`config.mk`:
```
export PLATFORM = sky130hd
export DESIGN_NAME = sem_token_bank
export DESIGN_NICKNAME = d
export VERILOG_FILES = /design/src/rtl/sem_pkg.sv /design/src/rtl/sem_port_dec.sv /design/src/rtl/sem_flag_cell.sv /design/src/rtl/sem_readback.sv /design/src/rtl/sem_token_bank.sv
export SDC_FILE = /design/constraint.sdc
export NUM_CORES = 1
export LEC_CHECK = 0
export ABC_AREA = 1
export BUFFER_PORTS_ARGS = -buffer_cell sky130_fd_sc_hd__buf_2
export CAP_MARGIN = 0
export CORE_ASPECT_RATIO = 0.5
export CORE_UTILIZATION = 50
export CTS_CLUSTER_SIZE = 20
export DETAILED_ROUTE_END_ITERATION = 16
export HOLD_SLACK_MARGIN = 0.03
export PLACE_DENSITY = 0.76
export SLEW_MARGIN = 15
export SYNTH_ARGS = -nofsm -noshare
export SYNTH_HDL_FRONTEND = slang
export SYNTH_HIERARCHICAL = 1
export SYNTH_SLANG_ARGS = --single-unit
```
`constraint.sdc`:
```
create_clock -name clk -period 1.7 [get_ports clk]
set_input_delay 0.34 -clock clk [delete_from_list [all_inputs] [get_ports clk]]
set_output_delay 0.34 -clock clk [all_outputs]
set_load 0.02 [all_outputs]
```
`src/rtl/sem_pkg.sv`:
```
package sem_pkg;
  typedef enum logic [1:0] {
    HOLD_NONE  = 2'd0,
    HOLD_LEFT  = 2'd1,
    HOLD_RIGHT = 2'd2
  } holder_e;
endpackage

```
`src/rtl/sem_port_dec.sv`:
```
module sem_port_dec #(
  parameter int NUM_FLAGS = 8,
  parameter int ADDR_W    = 3
) (
  input  logic                 sel,
  input  logic                 wr,
  input  logic [ADDR_W-1:0]    addr,
  input  logic                 bit0,
  output logic [NUM_FLAGS-1:0] req,
  output logic [NUM_FLAGS-1:0] rel,
  output logic                 rd
);
  logic [NUM_FLAGS-1:0] hit;

  always_comb begin
    hit = '0;
    if (sel && wr) hit = NUM_FLAGS'(1) << addr;
    req = bit0 ? '0 : hit;
    rel = bit0 ? hit : '0;
    rd  = sel && !wr;
  end
endmodule

```
`src/rtl/sem_flag_cell.sv`:
```
module sem_flag_cell
  import sem_pkg::*;
(
  input  logic clk,
  input  logic rst,
  input  logic req_l,
  input  logic rel_l,
  input  logic req_r,
  input  logic rel_r,
  output logic own_l,
  output logic own_r
);
  holder_e holder_q, holder_d;
  logic    wait_l_q, wait_l_d;
  logic    wait_r_q, wait_r_d;

  always_comb begin
    holder_d = holder_q;
    wait_l_d = wait_l_q;
    wait_r_d = wait_r_q;
    case (holder_q)
      HOLD_NONE: begin
        if (req_l) begin
          holder_d = HOLD_LEFT;
          wait_r_d = req_r;
        end else if (req_r) begin
          holder_d = HOLD_RIGHT;
        end
      end
      HOLD_LEFT: begin
        wait_l_d = 1'b0;
        if (rel_l) begin
          if (wait_r_q || req_r) holder_d = HOLD_RIGHT;
          else                   holder_d = HOLD_NONE;
          wait_r_d = 1'b0;
        end else begin
          if (req_r) wait_r_d = 1'b1;
          if (rel_r) wait_r_d = 1'b0;
        end
      end
      HOLD_RIGHT: begin
        wait_r_d = 1'b0;
        if (rel_r) begin
          if (wait_l_q || req_l) holder_d = HOLD_LEFT;
          else                   holder_d = HOLD_NONE;
          wait_l_d = 1'b0;
        end else begin
          if (req_l) wait_l_d = 1'b1;
          if (rel_l) wait_l_d = 1'b0;
        end
      end
      default: begin
        holder_d = HOLD_NONE;
        wait_l_d = 1'b0;
        wait_r_d = 1'b0;
      end
    endcase
  end

  always_ff @(posedge clk) begin
    if (rst) begin
      holder_q <= HOLD_NONE;
      wait_l_q <= 1'b0;
      wait_r_q <= 1'b0;
    end else begin
      holder_q <= holder_d;
      wait_l_q <= wait_l_d;
      wait_r_q <= wait_r_d;
    end
  end

  assign own_l = (holder_q == HOLD_LEFT);
  assign own_r = (holder_q == HOLD_RIGHT);


  hold_stick_chk: assert property (@(posedge clk) disable iff (rst)
    (own_l && !rel_l) |=> own_l);

  left_first_chk: assert property (@(posedge clk) disable iff (rst)
    (holder_q == HOLD_NONE && req_l) |=> own_l);

  handover_chk: assert property (@(posedge clk) disable iff (rst)
    (own_l && rel_l && wait_r_q) |=> own_r);

  free_nowait_chk: assert property (@(posedge clk) disable iff (rst)
    (holder_q == HOLD_NONE) |-> (!wait_l_q && !wait_r_q));
endmodule

```
`src/rtl/sem_readback.sv`:
```
module sem_readback #(
  parameter int NUM_FLAGS = 8,
  parameter int ADDR_W    = 3,
  parameter int DATA_W    = 16
) (
  input  logic                 clk,
  input  logic                 rst,
  input  logic                 rd,
  input  logic [ADDR_W-1:0]    addr,
  input  logic [NUM_FLAGS-1:0] mine,
  output logic [DATA_W-1:0]    rdata
);
  always_ff @(posedge clk) begin
    if (rst)     rdata <= '1;
    else if (rd) rdata <= mine[addr] ? '0 : '1;
  end


  level_chk: assert property (@(posedge clk) disable iff (rst)
    (rdata == '0) || (rdata == '1));

  hold_chk: assert property (@(posedge clk) disable iff (rst)
    !rd |=> $stable(rdata));
endmodule

```
`src/rtl/sem_token_bank.sv`:
```
module sem_token_bank #(
  parameter int NUM_FLAGS = 8,
  parameter int DATA_W    = 16,
  localparam int ADDR_W   = $clog2(NUM_FLAGS)
) (
  input  logic              clk,
  input  logic              rst,
  input  logic              l_sel,
  input  logic              l_wr,
  input  logic [ADDR_W-1:0] l_addr,
  input  logic [DATA_W-1:0] l_wdata,
  output logic [DATA_W-1:0] l_rdata,
  input  logic              r_sel,
  input  logic              r_wr,
  input  logic [ADDR_W-1:0] r_addr,
  input  logic [DATA_W-1:0] r_wdata,
  output logic [DATA_W-1:0] r_rdata
);
  logic [NUM_FLAGS-1:0] req_l, rel_l, req_r, rel_r;
  logic [NUM_FLAGS-1:0] own_l, own_r;
  logic                 rd_l, rd_r;
  logic                 unused_hi;

  assign unused_hi = ^{l_wdata[DATA_W-1:1], r_wdata[DATA_W-1:1]};

  sem_port_dec #(.NUM_FLAGS(NUM_FLAGS), .ADDR_W(ADDR_W)) dec_l (
    .sel(l_sel), .wr(l_wr), .addr(l_addr), .bit0(l_wdata[0]),
    .req(req_l), .rel(rel_l), .rd(rd_l));

  sem_port_dec #(.NUM_FLAGS(NUM_FLAGS), .ADDR_W(ADDR_W)) dec_r (
    .sel(r_sel), .wr(r_wr), .addr(r_addr), .bit0(r_wdata[0]),
    .req(req_r), .rel(rel_r), .rd(rd_r));

  for (genvar g = 0; g < NUM_FLAGS; g++) begin : g_flag
    sem_flag_cell cell_i (
      .clk(clk), .rst(rst),
      .req_l(req_l[g]), .rel_l(rel_l[g]),
      .req_r(req_r[g]), .rel_r(rel_r[g]),
      .own_l(own_l[g]), .own_r(own_r[g]));
  end

  sem_readback #(.NUM_FLAGS(NUM_FLAGS), .ADDR_W(ADDR_W), .DATA_W(DATA_W)) rb_l (
    .clk(clk), .rst(rst), .rd(rd_l), .addr(l_addr), .mine(own_l), .rdata(l_rdata));

  sem_readback #(.NUM_FLAGS(NUM_FLAGS), .ADDR_W(ADDR_W), .DATA_W(DATA_W)) rb_r (
    .clk(clk), .rst(rst), .rd(rd_r), .addr(r_addr), .mine(own_r), .rdata(r_rdata));


  exclusive_chk: assert property (@(posedge clk) disable iff (rst)
    (own_l & own_r) == '0);

  untouched_chk: assert property (@(posedge clk) disable iff (rst)
    (req_l == '0 && rel_l == '0 && req_r == '0 && rel_r == '0) |=> $stable(own_l) && $stable(own_r));

  reset_chk: assert property (@(posedge clk)
    $past(rst) |-> (l_rdata == '1 && r_rdata == '1 && own_l == '0 && own_r == '0));
endmodule

```
==> results_dict.tcl, run 1 <==
set metrics [dict create \
    hold_viol 0 \
    wl_um 6260 \
    path_buf_inv 1 \
    p_leak_nw 1.59 \
    syn_nets 548 \
    gp_congestion 0.870 \
    crit_chain "buf_2" \
    tightest_slew_ns 0.432 \
    p_int_mw 1.89 \
    final.setup_skew_ns 0.00556 \
    clk_pin_slew_worst_paths_ns 0.05 \
    fillCellCount 553 \
    syn_area_um2 2890 \
    grt_max_degree 18 \
    antenna_found_initial 0 \
    cts_setup_buffers 0 \
    drv_slew 0 \
    status "finished, final reports clean" \
    diodes 0 \
    cap_violations 0 \
    cts_buffers 5 \
    remaining_drc_errors 0 \
    ys_ff_latch 34 \
    drt-pass1-iter-count 5 \
    synth_cells 504 \
    regArea_um2 681 \
    pre_cts_slack_ns 0.167 \
    vias 2900 \
    tns_ns 0 \
    min_path_type "primary input to register" \
    ys_types 18 \
    syn-mean-instance-area_um2 5.73 \
    core_area_um2 5520 \
    required_ns 1.36 \
    rsz0062_at_grt "no" \
    setup_viol 0 \
    crit_path_end_kind "output port" \
    die_y_um 55.8 \
    arrival_ns 1.11 \
    die_w_um 110 \
    yosys_warnings 6 \
    slew_headroom_pct 71.2 \
    start_kind "register" \
    clock_path_buffers 2 \
    cts_root_buf "clkbuf_16" \
    post_drt_via_cell_ratio 4.85 \
    multi_input_area_um2 1700 \
    drt_iter0_markers 189 \
    power_density_nw_per_um2 1040 \
    cp_slowest_cell "dfxtp_1" \
    max_freq_ghz 0.691 \
    ctsResizeCount 0 \
    ctsHoldBuffers 0 \
    p_switching_mw 1.33 \
    area_growth_pct 7.49 \
    period_share_pct 85.1 \
    grt_pass1_vias 2586 \
    die-area_um2 6110 \
    worstSkewPairLatency_ns 0.28 \
    start_util_pct 52.4 \
    holdWs_ns 0.402 \
    worstSetupPathType "register to output port" \
    setup_ws_ns 0.253 \
    drive_gt1_share_pct 23.0 \
    wire_per_inst_um 10.5 \
    dpl.hpwl_um 4930 \
    pwr-share-clk_pct 26.3 \
    peakVddDrop_uv 469 \
    ios 76 \
    cts_tree "yes" \
    rows 19 \
    combPwrFrac_pct 40.9 \
    crit_family "flip-flops" \
    grt_pass1_wl_um 10900 \
    ant_nets 0 \
    p_seq_share_pct 32.8 \
    nets 569 \
    yosysSeqAreaShare_pct 23.5 \
    clock-sinks 34 \
    critical_path.max_stage_delay_ns 0.58 \
    portBuffers 45 \
    finalCriticalPeriod_ns 1.45 \
    track_usage_pct 22.5 \
    p_sw_share_pct 41.3 \
    grt_overflow_total 0 \
    worstPathMaxFanout 17 \
    h-tree-depth 2 \
]
-- worst paths after layout --
path / end / cells after the start / slack (ns) / startpoint
hold / removal: rb_l/rdata[14] / 4 / 0.40 / l_wr
setup reg to reg: rb_l/rdata[14] / 7 / 0.56 / g_flag[1].cell_i/holder_q[0]
hold reg to reg: g_flag[0].cell_i/wait_r_q / 2 / 0.47 / g_flag[0].cell_i/wait_r_q
setup / recovery: l_rdata[0] / 1 / 0.25 / rb_l/rdata[14]
-- through the flow --
step                cell area [µm²]  util [%]  std cells  power [mW]
CTS                            3110      56.3        598        3.25
floorplan                      2890         -        504        2.17
global route                   3110      56.3        598        3.52
detailed placement             2970      53.9        591        2.38
finish                         3110      56.3        598        3.23
global placement               2970      53.9        591        2.37
-- flip-flops by register name, summed over array words and instances, names as in the netlist --
register and flops:
rb_l/rdata 1, g_flag.cell_i/holder_q 16, rb_r/rdata 1, g_flag.cell_i/wait_r_q 8, g_flag.cell_i/wait_l_q 8
-- power groups by stage --
stage	logic, mW	registers [mW]	clock network, mW
final	1.32	1.06	0.849
after global routing	1.54	1.08	0.905
after CTS	1.32	1.06	0.875
after detailed placement	1.31	1.07	0
after global placement	1.30	1.07	0
after floorplan	1.12	1.05	0
-- cell usage after synthesis --
library cell	number	area, µm²
nand2_1	138	518
or2_2	8	50.1
dfxtp_1	34	681
a21oi_1	8	40.0
inv_2	20	75.1
nand2_2	2	12.5
o21ai_1	8	40.0
nor3_1	12	60.1
a21oi_2	2	17.5
buf_4	32	240
o21ai_0	16	80.1
nor2_1	106	398
inv_1	52	195
nand3b_1	8	60.1
nor2_2	16	100
nand3_1	20	100
nand3_2	20	200
nor2_4	2	22.5
-- layout make-up --
class	instances	share of cell area [%]
inverters	72	8.70
repair buffers	46	7.49
clock buffers	7	4.27
multi-input cells	366	54.7
flip-flops and latches	34	21.9
well taps	73	2.94
-- cells in the final DEF (no fill, tap or decap), types with 5 or more instances in the layout --
master     netlist  final
nand2_1        138    138
inv_1           52     52
nand3_2         20     20
or2_2            8      8
inv_2           20     20
nor2_2          16     16
clkbuf_16        0      5
o21ai_1          8      8
dfxtp_1         34     34
buf_2            0     45
nand3b_1         8      8
nor2_1         106    106
o21ai_0         16     16
a21oi_1          8      8
nor3_1          12     12
nand3_1         20     20
-- layer usage --
| metal | wire (µm) | share of wire [%] | global-route usage [%] | vias up |
|---|---|---|---|---|
| li1 | - | - | - | 1562 |
| met4 | 38 | 0.61 | 5.33 | 0 |
| met3 | 360 | 5.8 | 4.22 | 5 |
| met1 | 3210 | 51 | 31.3 | 1248 |
| met5 | 0 | 0 | 0 | - |
| met2 | 2660 | 42 | 36.0 | 85 |
-- cells by family after synthesis --
logic type             synth area share [%]
flip-flops                             23.5
AND/OR/NAND/NOR                        52.6
buffers and inverters                  17.7
AO/OA/AOI/OAI                          6.15
(Power assumes the default switching activity.)
==> run 2, diff against run 1 <==
--- a/config.mk
+++ b/config.mk
@@ -8,12 +8,14 @@
 export ABC_AREA = 1
 export BUFFER_PORTS_ARGS = -buffer_cell sky130_fd_sc_hd__buf_2
 export CAP_MARGIN = 0
+export CELL_PAD_IN_SITES_DETAIL_PLACEMENT = 1
+export CELL_PAD_IN_SITES_GLOBAL_PLACEMENT = 1
 export CORE_ASPECT_RATIO = 0.5
-export CORE_UTILIZATION = 50
+export CORE_UTILIZATION = 38
 export CTS_CLUSTER_SIZE = 20
 export DETAILED_ROUTE_END_ITERATION = 16
 export HOLD_SLACK_MARGIN = 0.03
-export PLACE_DENSITY = 0.76
+export PLACE_DENSITY_LB_ADDON = 0.1
 export SLEW_MARGIN = 15
 export SYNTH_ARGS = -nofsm -noshare
 export SYNTH_HDL_FRONTEND = slang
==> run 2 against run 1 <==
Highest routed layer unchanged. First-iteration DRC count fell by 3.7%. Die area rose by 31%. Count of clock-buffer cells in the layout fell by 2. Fmax fell by 1.1%. Combinational power rose by 4%. Core utilization fell by 13 points. Global-route usage fell by 1.5 points. Register-to-register slack got worse by 0.06 ns. Worst setup slack got worse by 0.016 ns. The run now ends with design-rule violations left. Clock skew fell by 0.0024 ns. Critical path type unchanged. Final cell count rose by 4.2%.
==> results_dict.tcl, run 2 (synthesized netlist as in run 1, its figures left out) <==
set metrics [dict create \
    diodes 0 \
    fillCellCount 1070 \
    dpl.hpwl_um 6170 \
    crit_family "flip-flops" \
    track_usage_pct 21.1 \
    r2r_setup_slack_ns 0.50 \
    mostFrequentLayoutCell "nand2_1" \
    drv_slew 0 \
    critical_path.max_stage_delay_ns 0.58 \
    clock_path_buffers 2 \
    ctsHoldBuffers 0 \
    grt_pass1_wl_um 13200 \
    crit_chain "buf_2" \
    peakVddDrop_uv 423 \
    grt_overflow_total 0 \
    p_leak_nw 1.61 \
    crit_cells 1 \
    slew_headroom_pct 70.7 \
    worstSetupPathType "register to output port" \
    top_register "g_flag.cell_i/holder_q" \
    die_y_um 63.7 \
    period_share_pct 86.0 \
    use_met2_pct 34.1 \
    final.setup_skew_ns 0.00314 \
    finalPower_mw 3.48 \
    worstSkewPairLatency_ns 0.29 \
    rr_endpoint "rb_l/rdata[14]" \
    die-area_um2 7980 \
    grt_use_met1_pct 28.4 \
    startpoint "rb_r/rdata[14]" \
    rows 22 \
    gp_congestion 0.828 \
    r2r_cells 7 \
    cts_tree "yes" \
    rsz0062_at_grt "no" \
    use_met3_pct 4.67 \
    cts_root_buf "clkbuf_16" \
    busiest_layer "met2" \
    min_path_type "primary input to register" \
    post_drt_via_cell_ratio 4.69 \
    start_kind "register" \
    grt_pass1_vias 2816 \
    tns_ns 0 \
    crit_path_end_kind "output port" \
    tightest_slew_ns 0.436 \
    setup_viol 0 \
    remaining_drc_errors 4 \
    clock-sinks 34 \
    cap_violations 0 \
    ios 76 \
    nets 570 \
    die_w_um 125 \
    largest_reg_flops 16 \
    drt-pass1-iter-count 12 \
    cts_setup_buffers 0 \
    area_growth_pct 9.87 \
    drive_gt1_share_pct 23.7 \
    finalCriticalPeriod_ns 1.46 \
    wire_per_inst_um 12.4 \
    cts_buffers 5 \
    h-tree-depth 2 \
    endpoint "r_rdata[10]" \
    start_util_pct 39.3 \
    violations "design-rule violations" \
    r2r-start "g_flag[3].cell_i/holder_q[0]" \
    power_density_nw_per_um2 1090 \
    max_freq_ghz 0.684 \
    wl_um 7760 \
    worstPathMaxFanout 17 \
    portBuffers 45 \
    core_area_um2 7350 \
    cp_slowest_cell "dfxtp_1" \
    clk_pin_slew_worst_paths_ns 0.06 \
    final_cell_mix "nand2_1 (138), nor2_1 (106), inv_1 (52)" \
    status "complete, but fails checks" \
    arrival_ns 1.12 \
    ctsResizeCount 0 \
    grt_max_degree 18 \
    required_ns 1.36 \
    ant_nets 0 \
    antenna_found_initial 0 \
    vias 2924 \
    path_buf_inv 1 \
    reg_top3 "g_flag.cell_i/holder_q: 16 flops, g_flag.cell_i/wait_l_q: 8 flops, g_flag.cell_i/wait_r_q: 8 flops" \
    hold_viol 0 \
    drt_iter0_markers 182 \
]
## run 2: cell count changes in the layout (fill, tap and decap cells not counted)
| cell | previous run | this run |
|---|---|---|
| clkinv_2 | 0 | 2 |
| bufinv_16 | 0 | 1 |
| clkbuf_1 | 2 | 0 |
| buf_4 | 1 | 2 |
## run 2: metal layers
layer | share of wire [%] | vias up
li1 | - | 1562
met1 | 54 | 1307
met2 | 41 | 47
met3 | 3.7 | 8
met4 | 0.85 | 0
met5 | 0 | -
## run 2: cell type report
cell class | count | area, µm² | share of cell area [%]
Clock buffer | 5 | 125 | 3.94
Clock inverter | 3 | 40.0 | 1.26
Inverter | 72 | 270 | 8.51
Multi-Input combinational cell | 366 | 1700 | 53.5
Sequential cell | 34 | 681 | 21.4
Tap cell | 96 | 120 | 3.78
Timing Repair Buffer | 47 | 240 | 7.56
## run 2: worst min-delay path by stage
stage,depth (start not counted),from,slack (ns),end
3_3_place_gp,2,g_flag[1].cell_i/wait_r_q,0.46,g_flag[1].cell_i/wait_r_q
2_1_floorplan,2,rst,0.43,rb_l/rdata[14]
6_report,4,l_wr,0.38,rb_l/rdata[14]
3_5_place_dp,2,g_flag[0].cell_i/wait_r_q,0.47,g_flag[0].cell_i/wait_r_q
5_1_grt,4,l_wr,0.41,rb_l/rdata[14]
4_1_cts,4,l_wr,0.38,rb_l/rdata[14]
## run 2: tightest hold or removal path, cell delays in order
cell,delay [ns]
buf_2,0.11
nor2_1,0.06
nand3_1,0.07
nand2_1,0.04
## run 2: per-stage QoR
stage                     worst slack, ns  hold WS, ns  util (%)  cells  cell area [µm²]
final                               0.237        0.384      43.2    623             3180
after global placement              0.171        0.460      41.0    615             3010
after detailed placement            0.137        0.466      41.0    615             3010
after floorplan                     0.443        0.428         -    504             2890
after CTS                           0.207        0.383      43.2    623             3180
after global routing                0.130        0.407      43.2    623             3180
## run 2: power by group
group | internal, mW | total, mW | switching (mW)
logic | 0.465 | 1.37 | 0.901
registers | 0.895 | 1.06 | 0.169
clock network | 0.686 | 1.05 | 0.362
total | 2.05 | 3.48 | 1.43
==> run 3, diff against run 2 <==
--- a/config.mk
+++ b/config.mk
@@ -5,13 +5,12 @@
 export SDC_FILE = /design/constraint.sdc
 export NUM_CORES = 1
 export LEC_CHECK = 0
-export ABC_AREA = 1
 export BUFFER_PORTS_ARGS = -buffer_cell sky130_fd_sc_hd__buf_2
 export CAP_MARGIN = 0
 export CELL_PAD_IN_SITES_DETAIL_PLACEMENT = 1
 export CELL_PAD_IN_SITES_GLOBAL_PLACEMENT = 1
 export CORE_ASPECT_RATIO = 0.5
-export CORE_UTILIZATION = 38
+export CORE_UTILIZATION = 41
 export CTS_CLUSTER_SIZE = 20
 export DETAILED_ROUTE_END_ITERATION = 16
 export HOLD_SLACK_MARGIN = 0.03
==> run 3 against run 2 <==
The run now ends clean. Wire length shrank 6.6%. Register-to-register slack lost 0.35 ns. Hold slack improved by 0.092 ns. Non-clock buffer count grew 24. Largest power group is now clock. Highest routed layer unchanged.
==> results_dict.tcl, run 3 <==
set metrics [dict create \
    vias 2531 \
    ios 76 \
    endpoint "rb_l/rdata[14]" \
    die-area_um2 6890 \
    cts_setup_buffers 0 \
    cts_buffers 5 \
    status "finished, final reports clean" \
    ctsResizeCount 0 \
    wire_per_inst_um 15.9 \
    largest_reg_flops 16 \
    wl_um 7250 \
    p_leak_nw 1.12 \
    cts_root_buf "clkbuf_16" \
    dpl.hpwl_um 5410 \
    power_density_nw_per_um2 681 \
    synthArstFlopShare_pct 0 \
    syn_area_um2 2680 \
    synth.most_common_cell "nor2_1" \
    drt-met1-wl_um 3560 \
    area_growth_pct 11.7 \
    mostFrequentLayoutCell "buf_2" \
    ys_ff_latch 34 \
    drt_iter0_markers 105 \
    routed.top_layer "met4" \
    top_register "g_flag.cell_i/holder_q" \
    synth_cells 336 \
    remaining_drc_errors 0 \
    dr_wl_met2_um 3360 \
    tightest_slew_ns 0.699 \
    syn-mean-instance-area_um2 7.98 \
    fillCellCount 788 \
    grt_pass1_wl_um 11800 \
    clock_path_buffers 2 \
    startpoint "g_flag[6].cell_i/holder_q[0]" \
    rsz0062_at_grt "no" \
    rows 20 \
    start_kind "register" \
    drv_slew 0 \
    track_usage_pct 22.5 \
    gp_congestion 0.805 \
    r2r_setup_slack_ns 0.15 \
    worstPathMaxFanout 12 \
    grt_overflow_total 0 \
    die_w_um 116 \
    synth_top_area_share_pct 25.4 \
    grt_pass1_vias 2472 \
    worstSkewPairLatency_ns 0.28 \
    cts_tree "yes" \
    ys_top_cells_by_area "dfxtp_1 (25%), buf_4 (8.4%), nor2_1 (5.6%), nand2b_1 (4.7%), a21oi_1 (4.5%)" \
    drt-pass1-iter-count 4 \
    rr_endpoint "rb_l/rdata[14]" \
    crit_path_end_kind "register" \
    synth_edf_count 0 \
    peakVddDrop_uv 265 \
    setup_viol 0 \
    wl_met3_um 270 \
    finalCriticalPeriod_ns 1.55 \
    ant_nets 0 \
    dp_cells 449 \
    r2r-start "g_flag[6].cell_i/holder_q[0]" \
    r2r_cells 4 \
    ctsHoldBuffers 0 \
    clk_pin_slew_worst_paths_ns 0.05 \
    antenna_found_initial 0 \
    grt_max_degree 35 \
    synth_area_leader_cell "dfxtp_1" \
    drive_gt1_share_pct 28.6 \
    h-tree-depth 2 \
    final.setup_skew_ns 0.00238 \
    worstSetupPathType "register to register" \
    ys_types 34 \
    nets 412 \
    min_path_type "primary input to register" \
    clock-sinks 34 \
    slew_headroom_pct 53.4 \
    start_util_pct 43.4 \
    hold_viol 0 \
    post_drt_via_cell_ratio 5.56 \
    required_ns 1.92 \
    reg_top3 "g_flag.cell_i/holder_q: 16 flops, g_flag.cell_i/wait_l_q: 8 flops, g_flag.cell_i/wait_r_q: 8 flops" \
    period_share_pct 91.3 \
    syn_nets 380 \
    min_path_cells 4 \
    finish.utilization_pct 48.5 \
    yosys_warnings 6 \
    die_y_um 59.2 \
    arrival_ns 1.77 \
    yosys-top-cells-count "nor2_1 (40), dfxtp_1 (34), buf_4 (30)" \
    cap_violations 0 \
    core_area_um2 6180 \
    ys.flop_type "dfxtp_1" \
    max_freq_ghz 0.645 \
    layoutNonFillerInstCount 455 \
    diodes 0 \
    final_cell_mix "buf_2 (45), nor2_1 (40), dfxtp_1 (34)" \
    portBuffers 45 \
    yosysSeqAreaShare_pct 25.4 \
]
-- run 3: power breakdown --
part / switching (mW) / leakage (nW) / internal (mW) / total, mW
registers: 0.0253 / 0.275 / 0.810 / 0.836
clock network: 0.327 / 0.0688 / 0.566 / 0.893
logic: 0.196 / 0.781 / 0.114 / 0.311
total: 0.549 / 1.12 / 1.49 / 2.04
-- run 3: cell type report --
| cell class | count | area, µm² | share of cell area [%] |
|---|---|---|---|
| timing repair buffer | 71 | 420 | 14.0 |
| inverter | 10 | 37.5 | 1.25 |
| multi-input combinational | 246 | 1610 | 53.7 |
| sequential | 34 | 681 | 22.7 |
| clock buffer | 6 | 139 | 4.63 |
| tap | 88 | 110 | 3.67 |
-- run 3: how the worst min path moves through the flow --
stage | startpoint | to | slack [ns]
2_1_floorplan | rst | g_flag[0].cell_i/holder_q[0] | 0.41
3_3_place_gp | g_flag[7].cell_i/holder_q[1] | g_flag[7].cell_i/holder_q[1] | 0.50
3_5_place_dp | g_flag[6].cell_i/holder_q[1] | g_flag[6].cell_i/holder_q[1] | 0.51
4_1_cts | l_wr | rb_l/rdata[14] | 0.45
5_1_grt | r_wr | rb_r/rdata[14] | 0.49
6_report | l_wr | rb_l/rdata[14] | 0.48
-- run 3: kinds of logic after synthesis --
kind of cell	share of synthesized area, %
and+or+nand+nor	30.9
AOI/OAI and AO/OA	25.8
buffers and inverters	14.6
DFF	25.4
muxes	3.26
-- run 3: metal layers --
layer | vias up | GRT usage [%]
met1 | 1209 | 28.7
li1 | 1257 | -
met2 | 57 | 39.2
met5 | - | 0
met3 | 8 | 4.70
met4 | 0 | 5.49
-- run 3: through the flow --
| stage | setup TNS (ns) | hold slack [ns] | power (mW) | instance area (µm²) | setup WS (ns) |
|---|---|---|---|---|---|
| 3_5_place_dp | -0.462 | 0.512 | 1.16 | 2860 | -0.105 |
| 5_1_grt | 0 | 0.493 | 2.13 | 3000 | 0.0528 |
| 3_3_place_gp | -0.167 | 0.495 | 1.15 | 2860 | -0.0873 |
| 6_report | 0 | 0.477 | 2.04 | 3000 | 0.149 |
| 2_1_floorplan | 0 | 0.409 | 1.09 | 2680 | 0.171 |
| 4_1_cts | 0 | 0.455 | 2.06 | 3000 | 0.166 |
-- run 3: worst max-delay path, cell delays in order (launching register included) --
cell	delay, ns
dfxtp_1	0.40
and2b_2	0.24
mux4_2	0.48
a22oi_1	0.21
a221o_1	0.16
